### config.mk
export PLATFORM = sky130hd
export DESIGN_NAME = dmac_chan
export DESIGN_NICKNAME = d
export VERILOG_FILES = /design/src/rtl/dmac_pkg.sv /design/src/rtl/dmac_trig.sv /design/src/rtl/dmac_regs.sv /design/src/rtl/dmac_core.sv /design/src/rtl/dmac_chan.sv
export SDC_FILE = /design/constraint.sdc
export NUM_CORES = 1
export LEC_CHECK = 0
export BUFFER_PORTS_ARGS = -buffer_cell sky130_fd_sc_hd__buf_4
export CORE_MARGIN = 2
export CORE_UTILIZATION = 52
export DETAILED_ROUTE_END_ITERATION = 8
export PLACE_DENSITY = 0.75
export SLEW_MARGIN = 20
export SYNTH_ARGS = -nofsm -noshare
export SYNTH_HDL_FRONTEND = slang
export SYNTH_SLANG_ARGS = --single-unit
### constraint.sdc
create_clock -name clk -period 3.6 [get_ports clk]
set_input_delay 0.54 -clock clk [delete_from_list [all_inputs] [get_ports clk]]
set_output_delay 0.54 -clock clk [all_outputs]
set_load 0.005 [all_outputs]
### src/rtl/dmac_pkg.sv
package dmac_pkg;

    typedef enum logic [1:0] {SZ8 = 2'd0, SZ16 = 2'd1, SZ32 = 2'd2, SZ_RSV = 2'd3} esize_t;
    typedef enum logic [1:0] {AM_FIXED = 2'd0, AM_INC = 2'd1, AM_DEC = 2'd2, AM_RSV = 2'd3} amode_t;
    typedef enum logic [1:0] {TM_SINGLE = 2'd0, TM_CONT = 2'd1, TM_NONSTOP = 2'd2, TM_RSV = 2'd3} tmode_t;
    typedef enum logic [1:0] {TG_SW = 2'd0, TG_INT = 2'd1, TG_EXT = 2'd2, TG_RSV = 2'd3} trig_t;

    typedef enum logic [2:0] {
        ST_IDLE, ST_RD, ST_GAP, ST_WR, ST_CHK, ST_PAUSE
    } xfer_st_t;

    // Control word, packed LSB last: esize [1:0], setlog [4:2], smode [6:5],
    // dmode [8:7], tmode [10:9], trig [12:11], reload [13]
    typedef struct packed {
        logic   reload;
        trig_t  trig;
        tmode_t tmode;
        amode_t dmode;
        amode_t smode;
        logic [2:0] setlog;
        esize_t esize;
    } ctrl_t;

    localparam int CTRL_W = $bits(ctrl_t);

    localparam int RA_SRC  = 0;
    localparam int RA_DST  = 1;
    localparam int RA_CNT  = 2;
    localparam int RA_CTRL = 3;
    localparam int RA_RSRC = 4;
    localparam int RA_RDST = 5;
    localparam int RA_RCNT = 6;
    localparam int RA_CMD  = 7;
    localparam int RA_STAT = 8;

    // command bit positions
    localparam int CB_ARM    = 0;
    localparam int CB_SUSP   = 1;
    localparam int CB_RESUME = 2;
    localparam int CB_STOP   = 3;
    localparam int CB_KILL   = 4;
    localparam int CB_SWREQ  = 5;

    function automatic logic [2:0] elem_bytes(input esize_t e);
        case (e)
            SZ8:     elem_bytes = 3'd1;
            SZ16:    elem_bytes = 3'd2;
            default: elem_bytes = 3'd4;
        endcase
    endfunction

    function automatic logic [7:0] set_elems(input logic [2:0] lg);
        set_elems = 8'd1 << lg;
    endfunction

endpackage

### src/rtl/dmac_trig.sv
module dmac_trig
    import dmac_pkg::*;
(
    input  logic  clk,
    input  logic  rst,
    input  trig_t sel,
    input  logic  sw_req,
    input  logic  int_req,
    input  logic  ext_req,
    input  logic  live,
    input  logic  take,
    output logic  pend,
    output logic  lvl
);
    logic line, prev_q, hit;

    always_comb begin
        case (sel)
            TG_INT:  line = int_req;
            TG_EXT:  line = ext_req;
            default: line = 1'b0;
        endcase
        lvl = (sel == TG_INT || sel == TG_EXT) ? line : 1'b1;
        hit = (line & ~prev_q) | ((sel == TG_SW) & sw_req);
    end

    always_ff @(posedge clk) begin
        if (rst) begin
            prev_q <= 1'b0;
            pend   <= 1'b0;
        end else begin
            prev_q <= line;
            if (!live)
                pend <= 1'b0;
            else if (hit)
                pend <= 1'b1;
            else if (take)
                pend <= 1'b0;
        end
    end
endmodule

### src/rtl/dmac_regs.sv
module dmac_regs
    import dmac_pkg::*;
#(
    parameter int AW  = 32,
    parameter int DW  = 32,
    parameter int CW  = 26,
    parameter int RAW = 4
) (
    input  logic           clk,
    input  logic           rst,
    input  logic           reg_wr,
    input  logic [RAW-1:0] reg_addr,
    input  logic [DW-1:0]  reg_wdata,
    input  logic [AW-1:0]  src_q,
    input  logic [AW-1:0]  dst_q,
    input  logic [CW-1:0]  cnt_q,
    input  logic           enabled,
    input  logic           busy,
    input  logic           suspended,
    input  logic           tc_pulse,
    output ctrl_t          ctrl,
    output logic [AW-1:0]  rld_src,
    output logic [AW-1:0]  rld_dst,
    output logic [CW-1:0]  rld_cnt,
    output logic           wr_src,
    output logic           wr_dst,
    output logic           wr_cnt,
    output logic           cmd_arm,
    output logic           cmd_susp,
    output logic           cmd_resume,
    output logic           cmd_stop,
    output logic           cmd_kill,
    output logic           cmd_swreq,
    output logic           flag,
    output logic [DW-1:0]  reg_rdata
);
    logic cmd_wr, stat_wr;

    always_comb begin
        wr_src     = reg_wr && reg_addr == RAW'(RA_SRC);
        wr_dst     = reg_wr && reg_addr == RAW'(RA_DST);
        wr_cnt     = reg_wr && reg_addr == RAW'(RA_CNT);
        cmd_wr     = reg_wr && reg_addr == RAW'(RA_CMD);
        stat_wr    = reg_wr && reg_addr == RAW'(RA_STAT);
        cmd_arm    = cmd_wr && reg_wdata[CB_ARM];
        cmd_susp   = cmd_wr && reg_wdata[CB_SUSP];
        cmd_resume = cmd_wr && reg_wdata[CB_RESUME];
        cmd_stop   = cmd_wr && reg_wdata[CB_STOP];
        cmd_kill   = cmd_wr && reg_wdata[CB_KILL];
        cmd_swreq  = cmd_wr && reg_wdata[CB_SWREQ];
    end

    always_ff @(posedge clk) begin
        if (rst) begin
            ctrl    <= '0;
            rld_src <= '0;
            rld_dst <= '0;
            rld_cnt <= '0;
            flag    <= 1'b0;
        end else begin
            if (reg_wr && reg_addr == RAW'(RA_CTRL)) ctrl    <= ctrl_t'(reg_wdata[CTRL_W-1:0]);
            if (reg_wr && reg_addr == RAW'(RA_RSRC)) rld_src <= reg_wdata[AW-1:0];
            if (reg_wr && reg_addr == RAW'(RA_RDST)) rld_dst <= reg_wdata[AW-1:0];
            if (reg_wr && reg_addr == RAW'(RA_RCNT)) rld_cnt <= reg_wdata[CW-1:0];
            if (tc_pulse)
                flag <= 1'b1;
            else if (stat_wr && reg_wdata[0])
                flag <= 1'b0;
        end
    end

    always_comb begin
        reg_rdata = '0;
        case (reg_addr)
            RAW'(RA_SRC):  reg_rdata = DW'(src_q);
            RAW'(RA_DST):  reg_rdata = DW'(dst_q);
            RAW'(RA_CNT):  reg_rdata = DW'(cnt_q);
            RAW'(RA_CTRL): reg_rdata = DW'(ctrl);
            RAW'(RA_RSRC): reg_rdata = DW'(rld_src);
            RAW'(RA_RDST): reg_rdata = DW'(rld_dst);
            RAW'(RA_RCNT): reg_rdata = DW'(rld_cnt);
            RAW'(RA_STAT): reg_rdata = DW'({suspended, busy, enabled, flag});
            default:       reg_rdata = '0;
        endcase
    end
endmodule

### src/rtl/dmac_core.sv
module dmac_core
    import dmac_pkg::*;
#(
    parameter int AW = 32,
    parameter int DW = 32,
    parameter int CW = 26
) (
    input  logic          clk,
    input  logic          rst,
    input  ctrl_t         ctrl,
    input  logic [AW-1:0] rld_src,
    input  logic [AW-1:0] rld_dst,
    input  logic [CW-1:0] rld_cnt,
    input  logic          wr_src,
    input  logic          wr_dst,
    input  logic          wr_cnt,
    input  logic [DW-1:0] wdat,
    input  logic          cmd_arm,
    input  logic          cmd_susp,
    input  logic          cmd_resume,
    input  logic          cmd_stop,
    input  logic          cmd_kill,
    input  logic          req_pend,
    input  logic          req_lvl,
    output logic          req_take,
    output logic          bus_req,
    output logic          bus_we,
    output logic [AW-1:0] bus_addr,
    output logic [1:0]    bus_size,
    output logic [DW-1:0] bus_wdata,
    input  logic          bus_gnt,
    input  logic [DW-1:0] bus_rdata,
    output logic [AW-1:0] src_q,
    output logic [AW-1:0] dst_q,
    output logic [CW-1:0] cnt_q,
    output logic          enabled,
    output logic          busy,
    output logic          suspended,
    output logic          tc_pulse
);
    xfer_st_t      state;
    logic [7:0]    elem_left;
    logic [DW-1:0] data_q, dmask;
    logic          run_q, stop_q;
    logic [2:0]    step;
    logic [AW-1:0] src_nx, dst_nx;
    logic [CW-1:0] cnt_nx;
    logic          start_ok, stop_now;

    function automatic logic [AW-1:0] adv(input logic [AW-1:0] a, input amode_t m,
                                          input logic [2:0] s);
        case (m)
            AM_INC:  adv = a + AW'(s);
            AM_DEC:  adv = a - AW'(s);
            default: adv = a;
        endcase
    endfunction

    always_comb begin
        step   = elem_bytes(ctrl.esize);
        src_nx = adv(src_q, ctrl.smode, step);
        dst_nx = adv(dst_q, ctrl.dmode, step);
        cnt_nx = (cnt_q > CW'(step)) ? cnt_q - CW'(step) : '0;
        case (ctrl.esize)
            SZ8:     dmask = DW'(8'hFF);
            SZ16:    dmask = DW'(16'hFFFF);
            default: dmask = '1;
        endcase
        start_ok = enabled && !suspended && (cnt_q != '0) &&
                   (req_pend || (run_q && (ctrl.tmode == TM_NONSTOP ||
                                           (ctrl.tmode == TM_CONT && req_lvl))));
        req_take = (state == ST_IDLE) && start_ok && req_pend;
        stop_now = stop_q || cmd_stop;
        tc_pulse = (state == ST_CHK) && (cnt_q == '0) && !cmd_kill;
        bus_req  = (state == ST_RD) || (state == ST_WR);
        bus_we   = (state == ST_WR);
        bus_addr = (state == ST_WR) ? dst_q : src_q;
        bus_size = ctrl.esize;
        bus_wdata = data_q;
        busy     = (state != ST_IDLE);
    end

    always_ff @(posedge clk) begin
        if (rst) begin
            state     <= ST_IDLE;
            elem_left <= '0;
            data_q    <= '0;
            run_q     <= 1'b0;
            stop_q    <= 1'b0;
            enabled   <= 1'b0;
            suspended <= 1'b0;
            src_q     <= '0;
            dst_q     <= '0;
            cnt_q     <= '0;
        end else begin
            if (wr_src) src_q <= wdat[AW-1:0];
            if (wr_dst) dst_q <= wdat[AW-1:0];
            if (wr_cnt) cnt_q <= wdat[CW-1:0];
            if (cmd_arm && cnt_q != '0) enabled <= 1'b1;
            if (cmd_susp) suspended <= 1'b1;
            else if (cmd_resume) suspended <= 1'b0;

            case (state)
                ST_IDLE: begin
                    if (cmd_stop) begin
                        enabled <= 1'b0;
                        run_q   <= 1'b0;
                    end else if (start_ok) begin
                        elem_left <= set_elems(ctrl.setlog) - 8'd1;
                        state     <= ST_RD;
                    end
                end
                ST_RD: begin
                    if (cmd_stop) stop_q <= 1'b1;
                    if (bus_gnt) begin
                        data_q <= bus_rdata & dmask;
                        state  <= ST_GAP;
                    end
                end
                ST_GAP: begin
                    if (cmd_stop) stop_q <= 1'b1;
                    state <= ST_WR;
                end
                ST_WR: begin
                    if (cmd_stop) stop_q <= 1'b1;
                    if (bus_gnt) begin
                        src_q <= src_nx;
                        dst_q <= dst_nx;
                        cnt_q <= cnt_nx;
                        state <= ST_CHK;
                    end
                end
                ST_CHK: begin
                    state  <= ST_IDLE;
                    stop_q <= 1'b0;
                    if (cnt_q == '0) begin
                        run_q <= 1'b0;
                        if (ctrl.reload) begin
                            src_q <= rld_src;
                            dst_q <= rld_dst;
                            cnt_q <= rld_cnt;
                        end else begin
                            enabled <= 1'b0;
                        end
                    end else if (stop_now) begin
                        enabled <= 1'b0;
                        run_q   <= 1'b0;
                    end else if (elem_left != 8'd0) begin
                        elem_left <= elem_left - 8'd1;
                        state     <= (suspended || cmd_susp) ? ST_PAUSE : ST_RD;
                    end else begin
                        run_q <= 1'b1;
                    end
                end
                ST_PAUSE: begin
                    if (stop_now) begin
                        enabled <= 1'b0;
                        run_q   <= 1'b0;
                        stop_q  <= 1'b0;
                        state   <= ST_IDLE;
                    end else if (!suspended) begin
                        state <= ST_RD;
                    end
                end
                default: state <= ST_IDLE;
            endcase

            if (cmd_kill) begin
                state     <= ST_IDLE;
                enabled   <= 1'b0;
                run_q     <= 1'b0;
                stop_q    <= 1'b0;
                suspended <= 1'b0;
            end
        end
    end
endmodule

### src/rtl/dmac_chan.sv
module dmac_chan
    import dmac_pkg::*;
#(
    parameter int AW  = 32,
    parameter int DW  = 32,
    parameter int CW  = 26,
    parameter int RAW = 4
) (
    input  logic           clk,
    input  logic           rst,
    input  logic           reg_wr,
    input  logic [RAW-1:0] reg_addr,
    input  logic [DW-1:0]  reg_wdata,
    output logic [DW-1:0]  reg_rdata,
    input  logic           int_req,
    input  logic           ext_req,
    output logic           bus_req,
    output logic           bus_we,
    output logic [AW-1:0]  bus_addr,
    output logic [1:0]     bus_size,
    output logic [DW-1:0]  bus_wdata,
    input  logic           bus_gnt,
    input  logic [DW-1:0]  bus_rdata,
    output logic           irq
);
    ctrl_t         ctrl;
    logic [AW-1:0] rld_src, rld_dst, src_q, dst_q;
    logic [CW-1:0] rld_cnt, cnt_q;
    logic wr_src, wr_dst, wr_cnt;
    logic cmd_arm, cmd_susp, cmd_resume, cmd_stop, cmd_kill, cmd_swreq;
    logic enabled, busy, suspended, tc_pulse, flag;
    logic req_pend, req_lvl, req_take;

    dmac_regs #(.AW(AW), .DW(DW), .CW(CW), .RAW(RAW)) u_regs (
        .clk(clk), .rst(rst), .reg_wr(reg_wr), .reg_addr(reg_addr), .reg_wdata(reg_wdata),
        .src_q(src_q), .dst_q(dst_q), .cnt_q(cnt_q), .enabled(enabled), .busy(busy),
        .suspended(suspended), .tc_pulse(tc_pulse), .ctrl(ctrl),
        .rld_src(rld_src), .rld_dst(rld_dst), .rld_cnt(rld_cnt),
        .wr_src(wr_src), .wr_dst(wr_dst), .wr_cnt(wr_cnt),
        .cmd_arm(cmd_arm), .cmd_susp(cmd_susp), .cmd_resume(cmd_resume),
        .cmd_stop(cmd_stop), .cmd_kill(cmd_kill), .cmd_swreq(cmd_swreq),
        .flag(flag), .reg_rdata(reg_rdata)
    );

    dmac_trig u_trig (
        .clk(clk), .rst(rst), .sel(ctrl.trig), .sw_req(cmd_swreq),
        .int_req(int_req), .ext_req(ext_req), .live(enabled | cmd_arm),
        .take(req_take), .pend(req_pend), .lvl(req_lvl)
    );

    dmac_core #(.AW(AW), .DW(DW), .CW(CW)) u_core (
        .clk(clk), .rst(rst), .ctrl(ctrl),
        .rld_src(rld_src), .rld_dst(rld_dst), .rld_cnt(rld_cnt),
        .wr_src(wr_src), .wr_dst(wr_dst), .wr_cnt(wr_cnt), .wdat(reg_wdata),
        .cmd_arm(cmd_arm), .cmd_susp(cmd_susp), .cmd_resume(cmd_resume),
        .cmd_stop(cmd_stop), .cmd_kill(cmd_kill),
        .req_pend(req_pend), .req_lvl(req_lvl), .req_take(req_take),
        .bus_req(bus_req), .bus_we(bus_we), .bus_addr(bus_addr), .bus_size(bus_size),
        .bus_wdata(bus_wdata), .bus_gnt(bus_gnt), .bus_rdata(bus_rdata),
        .src_q(src_q), .dst_q(dst_q), .cnt_q(cnt_q),
        .enabled(enabled), .busy(busy), .suspended(suspended), .tc_pulse(tc_pulse)
    );

    assign irq = flag;
endmodule

Yosys cells after proc, flatten, opt, wreduce, memory -nomap -nowiden. Cells that the tools add are included. Widths: inputs -> output; s select.

Shifts and indexed selects: 1. Reductions and logical operators: 56. Equal/unequal tests: 36. Bitwise gates (word level): 7. Muxes and demuxes: 61. Order comparisons: 1. Add/subtract/negate cells: 7.

Operators by type and width (number): $pmux 32 s2 (5); $mux 32 (9); $pmux 32 s8 (1); $mux 26 (5); $add 32x3->32 (2); $sub 32x3->32 (2); $pmux 26 s2 (1); $mux 8 (5); $and 32x32->32 (1); $mux 3 (10); $gt 26x3->1 (1); $logic_and 1x1->1 (26); $logic_not 26->1 (1); $reduce_bool 26->1 (1); $sub 26x3->26 (1); $mux 1 (18); $pmux 3 s6 (1); $eq 4x3->1 const B (4); $pmux 8 s2 (1); $sub 8x1->8 const B (2); $eq 2x1->1 const B (5); $ne 2x1->1 const B (5); $ne 2x2->1 const B (5); $pmux 1 s3 (3); other kinds (31) (54).

Word-level logic and storage cells: 192. Output and inout port bits: 101. Input bits: 74. Bits in registers: 244.

Longest topological paths before layout.
Depth in word-level cells: 12. Depth in mapped cells: 15. Gate-level depth less buffers: 15.

Modules after synthesis. From an unflattened synthesis, not the netlist that was laid out.

Cell total of the unflattened synthesis: 2359. Area total of the unflattened synthesis: 17588.1 um2.

By module, submodules not included: dmac_core (area each 11666.2 um2, seq. area each 2742.6 um2, cells each 1638, times used 1); dmac_regs (area each 5774.3 um2, seq. area each 2102.0 um2, cells each 703, times used 1); dmac_trig (area each 141.4 um2, seq. area each 40.0 um2, cells each 17, times used 1); dmac_chan (area each 6.3 um2, seq. area each 0.0 um2, cells each 1, times used 1).

Least setup slack after synthesis. Ideal clock, no wire load.

Path kind: register to register. Start point: reg, netlist name u_regs.ctrl[0]. End point: reg u_core.dst_q[25]. Stages on the path, launching flop included: 16. Required time: 3.472 ns. Setup time: 0.128 ns. Period minus slack after synthesis: 3.656 ns. Data arrival time: 3.529 ns. Slack: -0.056 ns. Buffers on the path: 1. Path through: dfxtp_1 -> or2_2 -> clkbuf_1 -> ha_1 -> mux2_2 -> inv_1 -> ha_1 -> nor2b_1 -> o2111ai_1 -> a21boi_0 -> a311o_1 -> o21bai_1 -> and3_1 -> mux2_2 -> a31oi_1 -> nor2_1.

Word-level cells in the longest chain between the ends: 6. Elaborated cells on any way between the ends: 8. Classes of those cells: add/sub (2); eq/ne (1); mux (4); reduce/logical (1).

RTL lines: $eq 2x1->1 / $logic_not 2->1 (equally long branches) (line dmac_pkg.sv:45) `case (e)`; $pmux 3 s2 * (line dmac_pkg.sv:45); $sub 32x3->32 / $add 32x3->32 (equally long branches) (line dmac_core.sv:54, dmac_core.sv:53); $pmux 32 s2 * (line dmac_core.sv:52) `case (m)`; $mux 32 * (line dmac_core.sv:126) `if (bus_gnt) begin`; $pmux 32 s2 * (line dmac_core.sv:103) `case (state)`; to (signal assigned) (line dmac_core.sv:97) `if (wr_dst) dst_q <= wdat[AW-1:0];`; to (signal assigned) (line dmac_core.sv:128) `dst_q <= dst_nx;`; to (signal assigned) (line dmac_core.sv:140) `dst_q <= rld_dst;`; to (decl) (line dmac_core.sv:34) `output logic [AW-1:0] dst_q,`.

Mark *: on every way between the ends. The rest lies on a longest branch, timed or not. A chain may end at the register's enable or synchronous reset.

Worst setup path after layout.
Start point: reg, netlist name u_regs.ctrl[0]. End point: reg u_core.dst_q[25].

Word-level cells in the longest chain between the ends: 6. Elaborated cells on any way between the ends: 8. Classes of those cells: add/sub (2); eq/ne (1); mux (4); reduce/logical (1).

RTL lines (line): $eq 2x1->1 / $logic_not 2->1 (equally long branches) (dmac_pkg.sv:45); $pmux 3 s2 * (dmac_pkg.sv:45); $sub 32x3->32 / $add 32x3->32 (equally long branches) (dmac_core.sv:54, dmac_core.sv:53); $pmux 32 s2 * (dmac_core.sv:52); $mux 32 * (dmac_core.sv:126); $pmux 32 s2 * (dmac_core.sv:103).

Marks and branches as above.

==> impl_metrics.csv <==
group,metric,value,unit
layout,diodes,0,
synth,async_flop_share,0,%
placement,pre_cts_ws,-0.1621,ns
sta,fmax,290.5,MHz
die,core,0.03237,mm^2
clocking,worstSkewPairLatency,0.58,ns
global_routing,grt_pass1_vias,17782,
layout,drive_gt1_share,14.90,%
worst_setup_path,rr_worst_depth,14,
synth,yosys_warnings,0,
synth,seq_area_frac_synth,28.77,%
flow_run,drv_cap,0,
routing,dr.pass1.iters,6,
routing,via_count,19619,
clocking,numCtsBuffers,29,
global_routing,overflow,0,
routing,first_iter_violations,2876,
pwr,swShare,26.59,%
worst_setup_path,cp_cell_sequence,"or2_4 -> ha_4 -> mux2_2 -> inv_1 -> ha_1 -> nor2b_2 -> o2111ai_2 -> a21boi_4 -> a311o_1 -> o21bai_2 -> and3_4 -> mux2_4 -> a31oi_2 -> nor2_1",
hold_path,hp-class,"input pin to register",
sta,layout_setup_ws,0.1577,ns
global_routing,grt_max_degree,179,
die,die-area,0.03411,mm^2
synth,ys.flop_type,"dfxtp_1",
placement,port_buffers,174,
worst_setup_path,critPathTopFamily,"compound AO/OA/AOI/OAI gates",
worst_setup_path,crit_path_max_fanout,6,
pwr,power_frac_seq,43.5,%
layout,nFillCells,3006,
pwr,pwr-share-comb,9.6,%
worst_setup_path,slowest_stage,"a311o_1",
layout,fin_cells,2959,
synth,yosysTopAreaCell,"dfxtp_1",
sta,slew_viol_final,0,
sta,hold_ws,0.2290,ns
hold_path,min_path_cells,3,
synth,ys_types,78,
clocking,cts.sinks,244,
synth,synth_top_area_share,28.77,%
placement,gp_congestion,0.9741,
layout,seqCellArea,0.004886,mm^2
global_routing,antenna_found_initial,0,
sta,tightest_slew,0.9791,ns
routing,routed_wl,69100,um
routing,vias_per_cell,6.630,
synth,synthCells,2377,
sta,period_share,95.62,%
routing,antenna_left,0,
die,start_util,52.44,%
die,die_w,184.7,um
global_routing,grt_pass1_wl,104000,um
global_routing,track_usage,39.10,%
clocking,cts-hold-fix-buffers,0,
die,die_y,184.7,um
routing,post-route-drc-count,0,
clocking,clock_path_buffers,3,
layout,area_growth,17.66,%
pwr,p_int,0.004682,W
placement,hpwl,48480,um
sta,hold_viol_final,0,
worst_setup_path,slowest_delay,0.44,ns
worst_setup_path,startpoint_type,"register",
synth,synthesis.area,0.01698,mm^2
worst_setup_path,required,4.03,ns
sta,slew_headroom,34.72,%
clocking,h-tree-depth,1,
placement,dp.cells,2902,
worst_setup_path,cp_num_cells,14,
outcome,status,"completed",
pwr,pwr-share-clk,46.9,%
sta,finalSetupViolations,0,
die,row_count,66,
worst_setup_path,worstSetupEndpointType,"register",
worst_setup_path,critPathKind,"register to register",
sta,fin_skew,0.02672,ns
worst_setup_path,crit_buf_inv,1,
clocking,cts.clk_slew.worst_paths,0.06,ns
pwr,p_switching,0.001695,W
pwr,vdd_drop_max,0.0003313,V
placement,dpl_cell_area,0.01891,mm^2
synth,syn_nets,2528,
die,io_pins,175,
pwr,power_density,319.3,mW/mm^2
pwr,power,0.006377,W
synth,yosys_register_bits,244,
layout,final_nets,2646,
clocking,cts-root-buf,"clkbuf_16",
sta,min_period,3.442,ns
routing,wire_per_inst,23.35,um
layout,design_area,0.01997,mm^2
worst_setup_path,crit_arrival,3.87,ns
synth,synth_edf_count,0,
synth,avgSynthCellArea,7.142,um^2
synth,synth.area.top_cells,"dfxtp_1 (29%), nand2_1 (11%), a21oi_1 (9.0%), ha_1 (5.5%), nor2_1 (3.6%)",
clocking,tritoncts,"built",
layout,multi_input_area,0.01138,mm^2
pwr,total_leakage_power,8.407,nW
[cell type report]
type                    count  area share [%]
flip-flops and latches    244           24.46
repair buffers            269           10.48
clock buffers              40           3.940
well taps                 442           2.769
multi-input cells        1916           56.96
clock inverters            13          0.7329
inverters                  35          0.6577
[path summary, 6_finish.rpt]
| path | to | slack (ns) | from |
|---|---|---|---|
| min | u_core.bus_wdata[2]$_SDFFE_PP0P_ | 0.23 | bus_rdata[2] |
| max | u_core.dst_q[25]$_SDFFE_PP0P_ | 0.16 | u_regs.ctrl[0]$_SDFFE_PP0P_ |
| min reg2reg | u_core.bus_wdata[27]$_SDFFE_PP0P_ | 0.45 | u_core.bus_wdata[27]$_SDFFE_PP0P_ |
| max reg2reg | u_core.dst_q[25]$_SDFFE_PP0P_ | 0.16 | u_regs.ctrl[0]$_SDFFE_PP0P_ |
[layout by cell type, fill, tap and decap left out, drive strengths merged, types with 55 or more instances in the layout]
master and n:
a21oi 306, a22oi 73, buf 269, dfxtp 244, ha 74, mux2i 55
nand2 512, nand3 94, nor2 162, nor3 58, o21ai 116
[power by group through the flow]
stage | Combinational, W | Clock [W] | Sequential (W)
after floorplan | 0.000329 | 0 | 0.00281
after global routing | 0.000640 | 0.00309 | 0.00278
final | 0.000609 | 0.00299 | 0.00278
after detailed placement | 0.000583 | 0 | 0.00283
after CTS | 0.000585 | 0.00298 | 0.00277
after global placement | 0.000576 | 0 | 0.00283
[flip-flops by register name, indices dropped and copies added, names as in the netlist]
signal	cells
u_regs.rld_src	32
u_regs.rld_dst	32
u_core.elem_left	8
u_regs.rld_cnt	26
u_core.enabled	1
u_core.run_q	1
u_core.suspended	1
u_regs.ctrl	14
u_trig.pend	1
u_core.stop_q	1
u_regs.flag	1
u_core.src_q	32
u_core.cnt_q	26
u_trig.prev_q	1
u_core.state	3
u_core.dst_q	32
u_core.bus_wdata	32
[synthesized netlist by cell type (6+ instances only)]
master,count
a211oi_1,53
a21o_1,31
a21oi_1,306
a221oi_1,37
a222oi_1,12
a22oi_1,73
a311oi_1,7
a31oi_1,17
a32oi_1,7
and3_1,11
buf_2,15
buf_4,7
clkbuf_1,155
dfxtp_1,244
ha_1,74
inv_1,35
mux2_2,11
mux2i_1,55
nand2_1,511
nand2b_1,13
nand3_1,94
nand4_1,12
nor2_1,162
nor2b_1,17
nor3_1,56
nor4_1,12
o211ai_1,8
o21a_1,15
o21ai_0,111
o21bai_1,12
o221ai_1,11
o31ai_1,6
or2_2,6
or3_1,10
xnor2_1,34
xor2_1,32
[metal layers]
layer | up-vias | wire (um) | GRT usage [%]
li1 | 8827 | - | -
met1 | 9180 | 27670 | 54.39
met2 | 1384 | 29510 | 59.01
met3 | 228 | 8924 | 8.259
met4 | 0 | 2999 | 15.24
met5 | - | 0 | 0
[stage by stage]
| step | utilization, % | TNS [ns] |
|---|---|---|
| 2_1_floorplan | - | 0 |
| 6_report | 61.70 | 0 |
| 3_3_place_gp | 58.38 | -0.2500 |
| 4_1_cts | 61.37 | 0 |
| 3_5_place_dp | 58.41 | -0.4663 |
| 5_1_grt | 61.70 | -0.002493 |
[logic make-up (layout without fill, tap and decap cells)]
logic type      count (synthesis)  in the layout  share of synthesized area [%]
flops                         244            244                          28.77
fa+ha+maj                      77             77                          5.808
simple gates                  938            938                          23.99
buf+inv                       217            357                          5.196
xor+xnor                       66             66                          3.405
compound gates                768            768                          28.79
mux                            67             67                          4.039
[worst register-to-register path: stages (launching register included)]
cell	delay, ns
dfxtp_2	0.33
or2_4	0.26
ha_4	0.24
mux2_2	0.27
inv_1	0.06
ha_1	0.20
nor2b_2	0.16
o2111ai_2	0.27
a21boi_4	0.12
a311o_1	0.44
o21bai_2	0.20
and3_4	0.22
mux2_4	0.31
a31oi_2	0.16
nor2_1	0.06
[what timing repair did]
item / in CTS / in global routing
gates resized for setup: 5 / 17
pin swaps: 0 / 9
endpoints found under the setup margin: 5 / 19
setup buffers: 0 / 4
Power figures use the tool's default switching activity.
